==> config.mk <==
export PLATFORM = sky130hd
export DESIGN_NAME = a20_gate_emu
export DESIGN_NICKNAME = d
export VERILOG_FILES = /design/src/rtl/a20_pkg.sv /design/src/rtl/a20_kbc_seq.sv /design/src/rtl/a20_sysc_port.sv /design/src/rtl/a20_rst_pulse.sv /design/src/rtl/a20_gate_emu.sv
export SDC_FILE = /design/constraint.sdc
export NUM_CORES = 1
export LEC_CHECK = 0
export ABC_AREA = 1
export CAP_MARGIN = 30
export CELL_PAD_IN_SITES_DETAIL_PLACEMENT = 1
export CELL_PAD_IN_SITES_GLOBAL_PLACEMENT = 1
export CORE_MARGIN = 2
export CORE_UTILIZATION = 28
export CTS_BUF_LIST = sky130_fd_sc_hd__clkbuf_4
export CTS_CLUSTER_DIAMETER = 150
export DETAILED_ROUTE_END_ITERATION = 6
export GPL_ROUTABILITY_DRIVEN = 1
export PLACE_DENSITY_LB_ADDON = 0.08
export SYNTH_ARGS = -nofsm -noshare
export SYNTH_HDL_FRONTEND = slang
export SYNTH_HIERARCHICAL = 1
export SYNTH_SLANG_ARGS = --single-unit
==> constraint.sdc <==
create_clock -name clk -period 1.53 [get_ports clk]
set_input_delay 0.153 -clock clk [delete_from_list [all_inputs] [get_ports clk]]
set_output_delay 0.153 -clock clk [all_outputs]
set_load 0.01 [all_outputs]
==> src/rtl/a20_pkg.sv <==
package a20_pkg;
  typedef enum logic [1:0] {
    MODE_KBC  = 2'b00,
    MODE_FAST = 2'b01,
    MODE_BOTH = 2'b10
  } a20_mode_e;

  localparam int unsigned IO_AW = 16;
  localparam int unsigned IO_DW = 8;
  localparam logic [IO_AW-1:0] PORT_KDATA = 16'h0060;
  localparam logic [IO_AW-1:0] PORT_KCMD  = 16'h0064;
  localparam logic [IO_AW-1:0] PORT_SYSC  = 16'h0092;
  localparam logic [IO_DW-1:0] CMD_WROUT  = 8'hD1;
  localparam logic [IO_DW-1:0] DAT_OPEN   = 8'h02;
  localparam logic [IO_DW-1:0] DAT_CLOSE  = 8'h00;
  localparam logic [IO_DW-1:0] RST_MASK   = 8'hF1;
  localparam logic [IO_DW-1:0] RST_MATCH  = 8'hF0;
  localparam int unsigned SYSC_GATE_BIT = 1;
  localparam int unsigned SYSC_RST_BIT  = 0;
endpackage

==> src/rtl/a20_kbc_seq.sv <==
module a20_kbc_seq
  import a20_pkg::*;
(
  input  logic             clk,
  input  logic             rst_n,
  input  logic             en_i,
  input  logic             wr_i,
  input  logic [IO_AW-1:0] addr_i,
  input  logic [IO_DW-1:0] data_i,
  output logic             gate_o,
  output logic             rst_trig_o
);
  logic armed_q, gate_q;
  logic cmd_wr, dat_wr;

  assign cmd_wr = en_i && wr_i && (addr_i == PORT_KCMD);
  assign dat_wr = en_i && wr_i && (addr_i == PORT_KDATA);

  always_ff @(posedge clk) begin
    if (!rst_n) begin
      armed_q <= 1'b0;
      gate_q  <= 1'b0;
    end else begin
      if (cmd_wr) begin
        armed_q <= (data_i == CMD_WROUT);
      end else if (dat_wr) begin
        armed_q <= 1'b0;
        if (armed_q) begin
          if (data_i == DAT_OPEN)       gate_q <= 1'b1;
          else if (data_i == DAT_CLOSE) gate_q <= 1'b0;
        end
      end
    end
  end

  assign gate_o     = gate_q;
  assign rst_trig_o = cmd_wr && ((data_i & RST_MASK) == RST_MATCH);


  open_seq_chk: assert property (@(posedge clk) disable iff (!rst_n)
    (armed_q && dat_wr && data_i == DAT_OPEN) |=> gate_q);

  disarm_chk: assert property (@(posedge clk) disable iff (!rst_n)
    (cmd_wr && data_i != CMD_WROUT) |=> !armed_q);

  unarmed_hold_chk: assert property (@(posedge clk) disable iff (!rst_n)
    (!armed_q && !cmd_wr) |=> $stable(gate_q));
endmodule

==> src/rtl/a20_sysc_port.sv <==
module a20_sysc_port
  import a20_pkg::*;
(
  input  logic             clk,
  input  logic             rst_n,
  input  logic             en_i,
  input  logic             wr_i,
  input  logic [IO_AW-1:0] addr_i,
  input  logic [1:0]       data_i,
  output logic             gate_o,
  output logic             rst_trig_o
);
  logic gate_q, sel_wr;

  assign sel_wr = en_i && wr_i && (addr_i == PORT_SYSC);

  always_ff @(posedge clk) begin
    if (!rst_n)      gate_q <= 1'b0;
    else if (sel_wr) gate_q <= data_i[SYSC_GATE_BIT];
  end

  assign gate_o     = gate_q;
  assign rst_trig_o = sel_wr && data_i[SYSC_RST_BIT];


  ignored_when_off_chk: assert property (@(posedge clk) disable iff (!rst_n)
    (!en_i) |=> $stable(gate_q));
endmodule

==> src/rtl/a20_rst_pulse.sv <==
module a20_rst_pulse #(
  parameter int unsigned PULSE_CYC = 16
) (
  input  logic clk,
  input  logic rst_n,
  input  logic trig_i,
  output logic rst_o
);
  localparam int unsigned CW = $clog2(PULSE_CYC + 1);
  localparam logic [CW-1:0] LOAD = CW'(PULSE_CYC);
  logic [CW-1:0] cnt_q;

  always_ff @(posedge clk) begin
    if (!rst_n)                cnt_q <= '0;
    else if (trig_i)           cnt_q <= LOAD;
    else if (cnt_q != '0)      cnt_q <= cnt_q - 1'b1;
  end

  assign rst_o = (cnt_q != '0);


  trig_rise_chk: assert property (@(posedge clk) disable iff (!rst_n)
    trig_i |=> rst_o);

  count_bound_chk: assert property (@(posedge clk) disable iff (!rst_n)
    cnt_q <= LOAD);

  countdown_chk: assert property (@(posedge clk) disable iff (!rst_n)
    (rst_o && !trig_i) |=> (cnt_q == $past(cnt_q) - 1'b1));
endmodule

==> src/rtl/a20_gate_emu.sv <==
module a20_gate_emu
  import a20_pkg::*;
#(
  parameter int unsigned PULSE_CYC = 16
) (
  input  logic        clk,
  input  logic        rst_n,
  input  logic [1:0]  mode_i,
  input  logic [15:0] io_addr_i,
  input  logic [7:0]  io_wdata_i,
  input  logic        io_wr_i,
  output logic [7:0]  io_rdata_o,
  input  logic        a20_in_i,
  output logic        a20_o,
  output logic        a20_en_o,
  output logic        cpu_rst_o
);
  logic kbc_on, sysc_on;
  logic kbc_gate, kbc_trig, sysc_gate, sysc_trig;

  always_comb begin
    kbc_on  = (mode_i != MODE_FAST);
    sysc_on = (mode_i != MODE_KBC);
  end

  a20_kbc_seq i_kbc (
    .clk(clk), .rst_n(rst_n), .en_i(kbc_on), .wr_i(io_wr_i),
    .addr_i(io_addr_i), .data_i(io_wdata_i),
    .gate_o(kbc_gate), .rst_trig_o(kbc_trig)
  );

  a20_sysc_port i_sysc (
    .clk(clk), .rst_n(rst_n), .en_i(sysc_on), .wr_i(io_wr_i),
    .addr_i(io_addr_i), .data_i(io_wdata_i[1:0]),
    .gate_o(sysc_gate), .rst_trig_o(sysc_trig)
  );

  a20_rst_pulse #(.PULSE_CYC(PULSE_CYC)) i_pulse (
    .clk(clk), .rst_n(rst_n), .trig_i(kbc_trig || sysc_trig), .rst_o(cpu_rst_o)
  );

  always_comb begin
    a20_en_o = (kbc_on && kbc_gate) || (sysc_on && sysc_gate);
    a20_o    = a20_in_i && a20_en_o;
    io_rdata_o = '0;
    if (io_addr_i == PORT_SYSC) io_rdata_o[SYSC_GATE_BIT] = a20_en_o;
  end


  mask_low_chk: assert property (@(posedge clk) disable iff (!rst_n)
    (!a20_en_o) |-> !a20_o);

  fast_only_chk: assert property (@(posedge clk) disable iff (!rst_n)
    (mode_i == MODE_FAST) |-> (a20_en_o == sysc_gate));

  kbc_only_chk: assert property (@(posedge clk) disable iff (!rst_n)
    (mode_i == MODE_KBC) |-> (a20_en_o == kbc_gate));
endmodule

# Yosys cells after proc, flatten, opt, wreduce, memory -nomap -nowiden
# Index checks and enable logic that the tools add are counted.
# Widths: inputs -> output; s select.
[word_totals]
ff_bits = 8
inputBits = 30
out_inout_bits = 11
word_cells = 42
[classes]
bitwise_logic = 2
mux = 7
n_reduce_logical = 20
n_addsub = 1
n_eq_ne = 7
[op_table]
columns = ["cell", "count"]
rows = [
  ["$eq 16x7->1 const B", 2],
  ["$eq 16x8->1 const B", 1],
  ["$logic_and 1x1->1", 10],
  ["$mux 5", 2],
  ["$eq 8x2->1 const B", 1],
  ["$eq 8x8->1 const B", 1],
  ["$logic_not 8->1", 1],
  ["$reduce_bool 2->1", 4],
  ["$eq 5x5->1 const B", 1],
  ["$mux 1", 5],
  ["$reduce_bool 5->1", 1],
  ["$sub 5x1->5 const B", 1],
  ["$reduce_and 4->1", 1],
  ["$logic_or 1x1->1", 2],
  ["$ne 2x1->1 const B", 1],
  ["$not 1->1", 2],
  ["$reduce_or 2->1", 1],
]

# Depth between registers and ports, before layout
[logic_depth]
depth_word = 6
ltp_mapped = 11
ltp_nobuf = 11

# Modules after synthesis
# The synthesis kept the hierarchy.
[modules_own_cells]
columns = ["mod", "seq_area_each_um2", "n_inst", "area_per_inst_um2", "cells_each"]
rows = [
  ["a20_kbc_seq", 40.0, 1, 354.1, 74],
  ["a20_rst_pulse", 100.1, 1, 247.7, 34],
  ["a20_gate_emu", 0.0, 1, 186.4, 37],
  ["a20_sysc_port", 20.0, 1, 185.2, 37],
]

# Worst setup path after synthesis
# OpenSTA, ideal clock, no wires.
[synth_timing]
path_type = "input -> register"
start = "input port mode_i[1]"
end = "register i_pulse.cnt_q[3]"
cell_stages = 9
slack_ns = 0.201
arrival_ns = 1.259
setup_ns = 0.070
path_buffers = 0
t_required_ns = 1.460
cell_sequence = "or2_2 -> nand2_1 -> nor2_2 -> inv_1 -> nor3b_1 -> or2_2 -> nor2_1 -> nand2_1 -> a21oi_1"
[synth_via]
elab_chain_cells = 6
elab_cells_between_ends = 10
cone_classes = "eq/ne (1); reduce/logical (9)"
[synth_lines]
columns = ["item", "line", "text"]
rows = [
  ["start, declared", "a20_gate_emu.sv:8", "input logic [1:0] mode_i,"],
  ["$reduce_bool 2->1", "a20_gate_emu.sv:23", "sysc_on = (mode_i != MODE_KBC);"],
  ["$logic_and 1x1->1 (2 in a row)", "a20_sysc_port.sv:15", "assign sel_wr = en_i && wr_i && (addr_i == PORT_SYSC);"],
  ["$logic_and 1x1->1", "a20_sysc_port.sv:23", "assign rst_trig_o = sel_wr && data_i[SYSC_RST_BIT];"],
  ["via sysc_trig", "a20_gate_emu.sv:19", "logic kbc_gate, kbc_trig, sysc_gate, sysc_trig;"],
  ["$logic_or 1x1->1", "a20_gate_emu.sv:39", ".clk(clk), .rst_n(rst_n), .trig_i(kbc_trig || sysc_trig), .rst_o(cpu_rst_o)"],
  ["$reduce_or 2->1 (no source line)", "--", ""],
  ["end signal, assigned", "a20_rst_pulse.sv:16", "else if (cnt_q != '0) cnt_q <= cnt_q - 1'b1;"],
  ["end, declared", "a20_rst_pulse.sv:11", "logic [CW-1:0] cnt_q;"],
]
# The timed path passes the listed nets, and every way through them passes these cells.
# A chain may end at the register's enable or synchronous reset.

# Final worst setup path
[layout_timing]
start = "register i_kbc.gate_q (netlist: i_kbc/gate_o)"
end = "output port a20_o"
[layout_via]
elab_chain_cells = 3
[layout_lines]
columns = ["item", "line", "text"]
rows = [
  ["start, declared", "a20_kbc_seq.sv:13", "logic armed_q, gate_q;"],
  ["start signal, assigned", "a20_kbc_seq.sv:22", "gate_q <= 1'b0;"],
  ["start signal, assigned", "a20_kbc_seq.sv:29", "if (data_i == DAT_OPEN) gate_q <= 1'b1;"],
  ["start signal, assigned", "a20_kbc_seq.sv:30", "else if (data_i == DAT_CLOSE) gate_q <= 1'b0;"],
  ["$logic_and 1x1->1", "a20_gate_emu.sv:43", "a20_en_o = (kbc_on && kbc_gate) || (sysc_on && sysc_gate);"],
  ["$logic_or 1x1->1", "a20_gate_emu.sv:43", ""],
  ["$logic_and 1x1->1", "a20_gate_emu.sv:44", "a20_o = a20_in_i && a20_en_o;"],
  ["end, declared", "a20_gate_emu.sv:14", "output logic a20_o,"],
]
# Every way passes these cells.

==> reports/qor.txt <==
critical path endpoint category - output pin
global route total overflow - 0
Final min period - 1.44 ns
synth cell count leaders - nor2_1, nand2_1, inv_1
NetSw - 0.000439 W
Final Hold Vio Count - 0
# setup viols final - 0
FP Rows - 21
largest net degree at the start of global routing - 5
fin util - 48.4%
CP arrival - 1.29 ns
Design Area, Final - 0.00161 mm^2
IO Count - 41
clk slew on worst S/H paths - 0.06 ns
most common cell in the netlist - nor2_1
HP Class - in2reg
vias in the first global route - 1325
Peak VDD IR - 0.445 mV
initial antenna violation count - 0
DRC viols - 0
Antenna Cells - 0
worst-path cell chain - a21boi_2 > nor2_2 > buf_4 > nor2_1 > clkdlybuf4s15_1
sw frac - 39.9%
Worst path slowest cell - dfxtp_1
Mapped Avg Cell Area - 5.35 um^2
Max Slew Vio Count - 0
nets - 280
async set-reset flop share out of synthesis - 0%
H-tree depth - 1
Crit Path Category - reg2out
via count - 1245
Die Height - 63.0 um
clock sinks - 8
P_int - 0.000660 W
Final HPWL DP - 2800 um
Final Wtd Congestion - 0.741
Yosys reg bits - 8
area occupied by multi-input gates - 671 um^2
filler cell count in the final layout - 470
Lkg Pwr - 0.832 nW
DP Area - 0.00155 mm^2
GRT Overall Usage - 17.8%
combinational share of power - 57.2%
hold buffer count at cts - 0
Max Root-Sink Buffers - 2
Post-synth EDFFs - 0
RSZ-0062 raised after global routing - false
Initial Utilization - 29.2%
Reg power frac - 27.5%
Post-Syn Area - 973 um^2
clk_lat worst skew - 0.26 ns
sequential fraction of the synthesis area - 16.5%
WL final - 3150 um
CTS tree - done
layout cell share with drive strength beyond 1 - 25.5%
vias per cell - 4.25
CORE AREA - 0.00334 mm^2
Syn Inst Count - 182
maximum capacitance violations - 0
Fmax achieved - 693 MHz
synth top area cells - nor2_1, dfxtp_1, nand2_1
Synth Warn # - 6
Reg area - 160 um^2
Yosys cell types - 24
Buf+Inv Stages, Crit Path - 2
antenna-violating nets left - 0
clock root cell - clkbuf_4
Detailed Routing Iterations Pass 1 - 4
first-pass GRT wire length - 5620 um
Die ar. - 0.00396 mm^2
Synth Flop Type - dfxtp_1
pwr dens - 680 mW/mm^2
cts bufs inserted - 3
status - finished clean
Port-buffer cells - 33
delay-heaviest family, CP - buffers and inverters
critical path's largest stage delay - 0.35 ns
die width - 63.0 um
Yosys top cell area share - 17.0%
crit path max fanout - 2
clock skew - 0.00399 ns
routed length per placed instance - 10.7 um
initial drt markers - 17
Area Overhead vs Synth - 65.8%
Startpoint Class - flop
Worst EP required - 1.38 ns
most area-hungry cell type in the Yosys netlist - nor2_1
Clock power frac - 15.4%
period utilization - 94.3%
## sequential cells by signal (all words and copies together), names as in the netlist
| name | cells |
|---|---|
| i_sysc/gate_o | 1 |
| i_kbc/armed_q | 1 |
| i_pulse/cnt_q | 5 |
| i_kbc/gate_o | 1 |
## worst register-to-register path: stages, from the launching register on
cell and delay, ns:
dfxtp_1 0.31, inv_1 0.12, ha_2 0.21, buf_4 0.13
nand2_1 0.05, a21oi_1 0.13, nor2_1 0.05
## per-layer routing
layer	wire length [um]	vias to the layer above	global-route usage [%]
met2	1550	32	32.3
met1	1410	551	20.4
met5	0	-	0
met3	152	4	4.32
met4	31	0	5.00
li1	-	658	-
## path summary, 6_finish.rpt
path / cells past startpoint / endpoint / startpoint / slack [ns]
setup / recovery: 5 / a20_o / i_kbc/gate_o / 0.09
hold reg to reg: 3 / i_pulse/cnt_q[0] / i_pulse/cnt_q[0] / 0.50
setup reg to reg: 6 / i_pulse/cnt_q[4] / i_pulse/cnt_q[0] / 0.43
hold / removal: 6 / i_kbc/gate_o / io_addr_i[2] / 0.46
## logic make-up (layout without fill, tap and decap cells)
kind of cell / count (synthesis) / in the layout / share of synthesized area (%)
simple gates: 120 / 120 / 57.1
buf+inv: 46 / 105 / 20.4
flops: 8 / 8 / 16.5
compound gates: 5 / 5 / 3.47
fa+ha+maj: 1 / 1 / 1.29
other cells: 1 / 7 / 0.385
xor+xnor: 1 / 1 / 0.900
## power by group through the flow
stage	clock network (W)	registers (W)	logic [W]
after global placement	0	0.000301	0.000601
final	0.000169	0.000302	0.000628
after floorplan	0	0.000297	0.000362
after CTS	0.000180	0.000303	0.000623
after detailed placement	0	0.000307	0.000636
after global routing	0.000198	0.000310	0.000720
## metrics by stage
step	TNS (ns)	hold slack (ns)	total power [W]	instances	setup WS, ns
after floorplan	0	0.274	0.000658	188	0.201
after global placement	-2.22	0.475	0.000902	289	-0.332
after detailed placement	-2.70	0.493	0.000943	289	-0.401
after CTS	0	0.503	0.00111	293	0.00677
after global routing	0	0.516	0.00123	293	0.00350
final	0	0.463	0.00110	293	0.0868
## final cells by class
class / count / share of cell area [%]
Tap cell: 46 / 3.57
Sequential cell: 8 / 9.92
Multi-Input combinational cell: 134 / 41.6
Clock buffer: 3 / 1.40
Inverter: 39 / 9.07
Timing Repair Buffer: 63 / 34.5
## what timing repair did
action,CTS,global route
gates cloned,0,0
endpoints found under the hold margin,0,0
buffers inserted,1,0
pin swaps,1,2
endpoints found under the setup margin,8,7
resized for setup,12,13
## layout by cell type (no fill, tap or decap), types with 2 or more instances in the layout
| cell | instances |
|---|---|
| nand2_1 | 39 |
| nor2_1 | 39 |
| inv_1 | 38 |
| buf_4 | 30 |
| clkdlybuf4s50_1 | 23 |
| nor2_2 | 17 |
| dfxtp_1 | 8 |
| conb_1 | 7 |
| nand4_1 | 7 |
| nand3_1 | 4 |
| dlymetal6s2s_1 | 4 |
| clkbuf_4 | 3 |
| nor2_4 | 3 |
| nand3_2 | 3 |
| a21oi_1 | 3 |
| dlygate4sd2_1 | 3 |
| clkdlybuf4s15_1 | 2 |
Note: power is estimated with default switching activity, not from simulation.
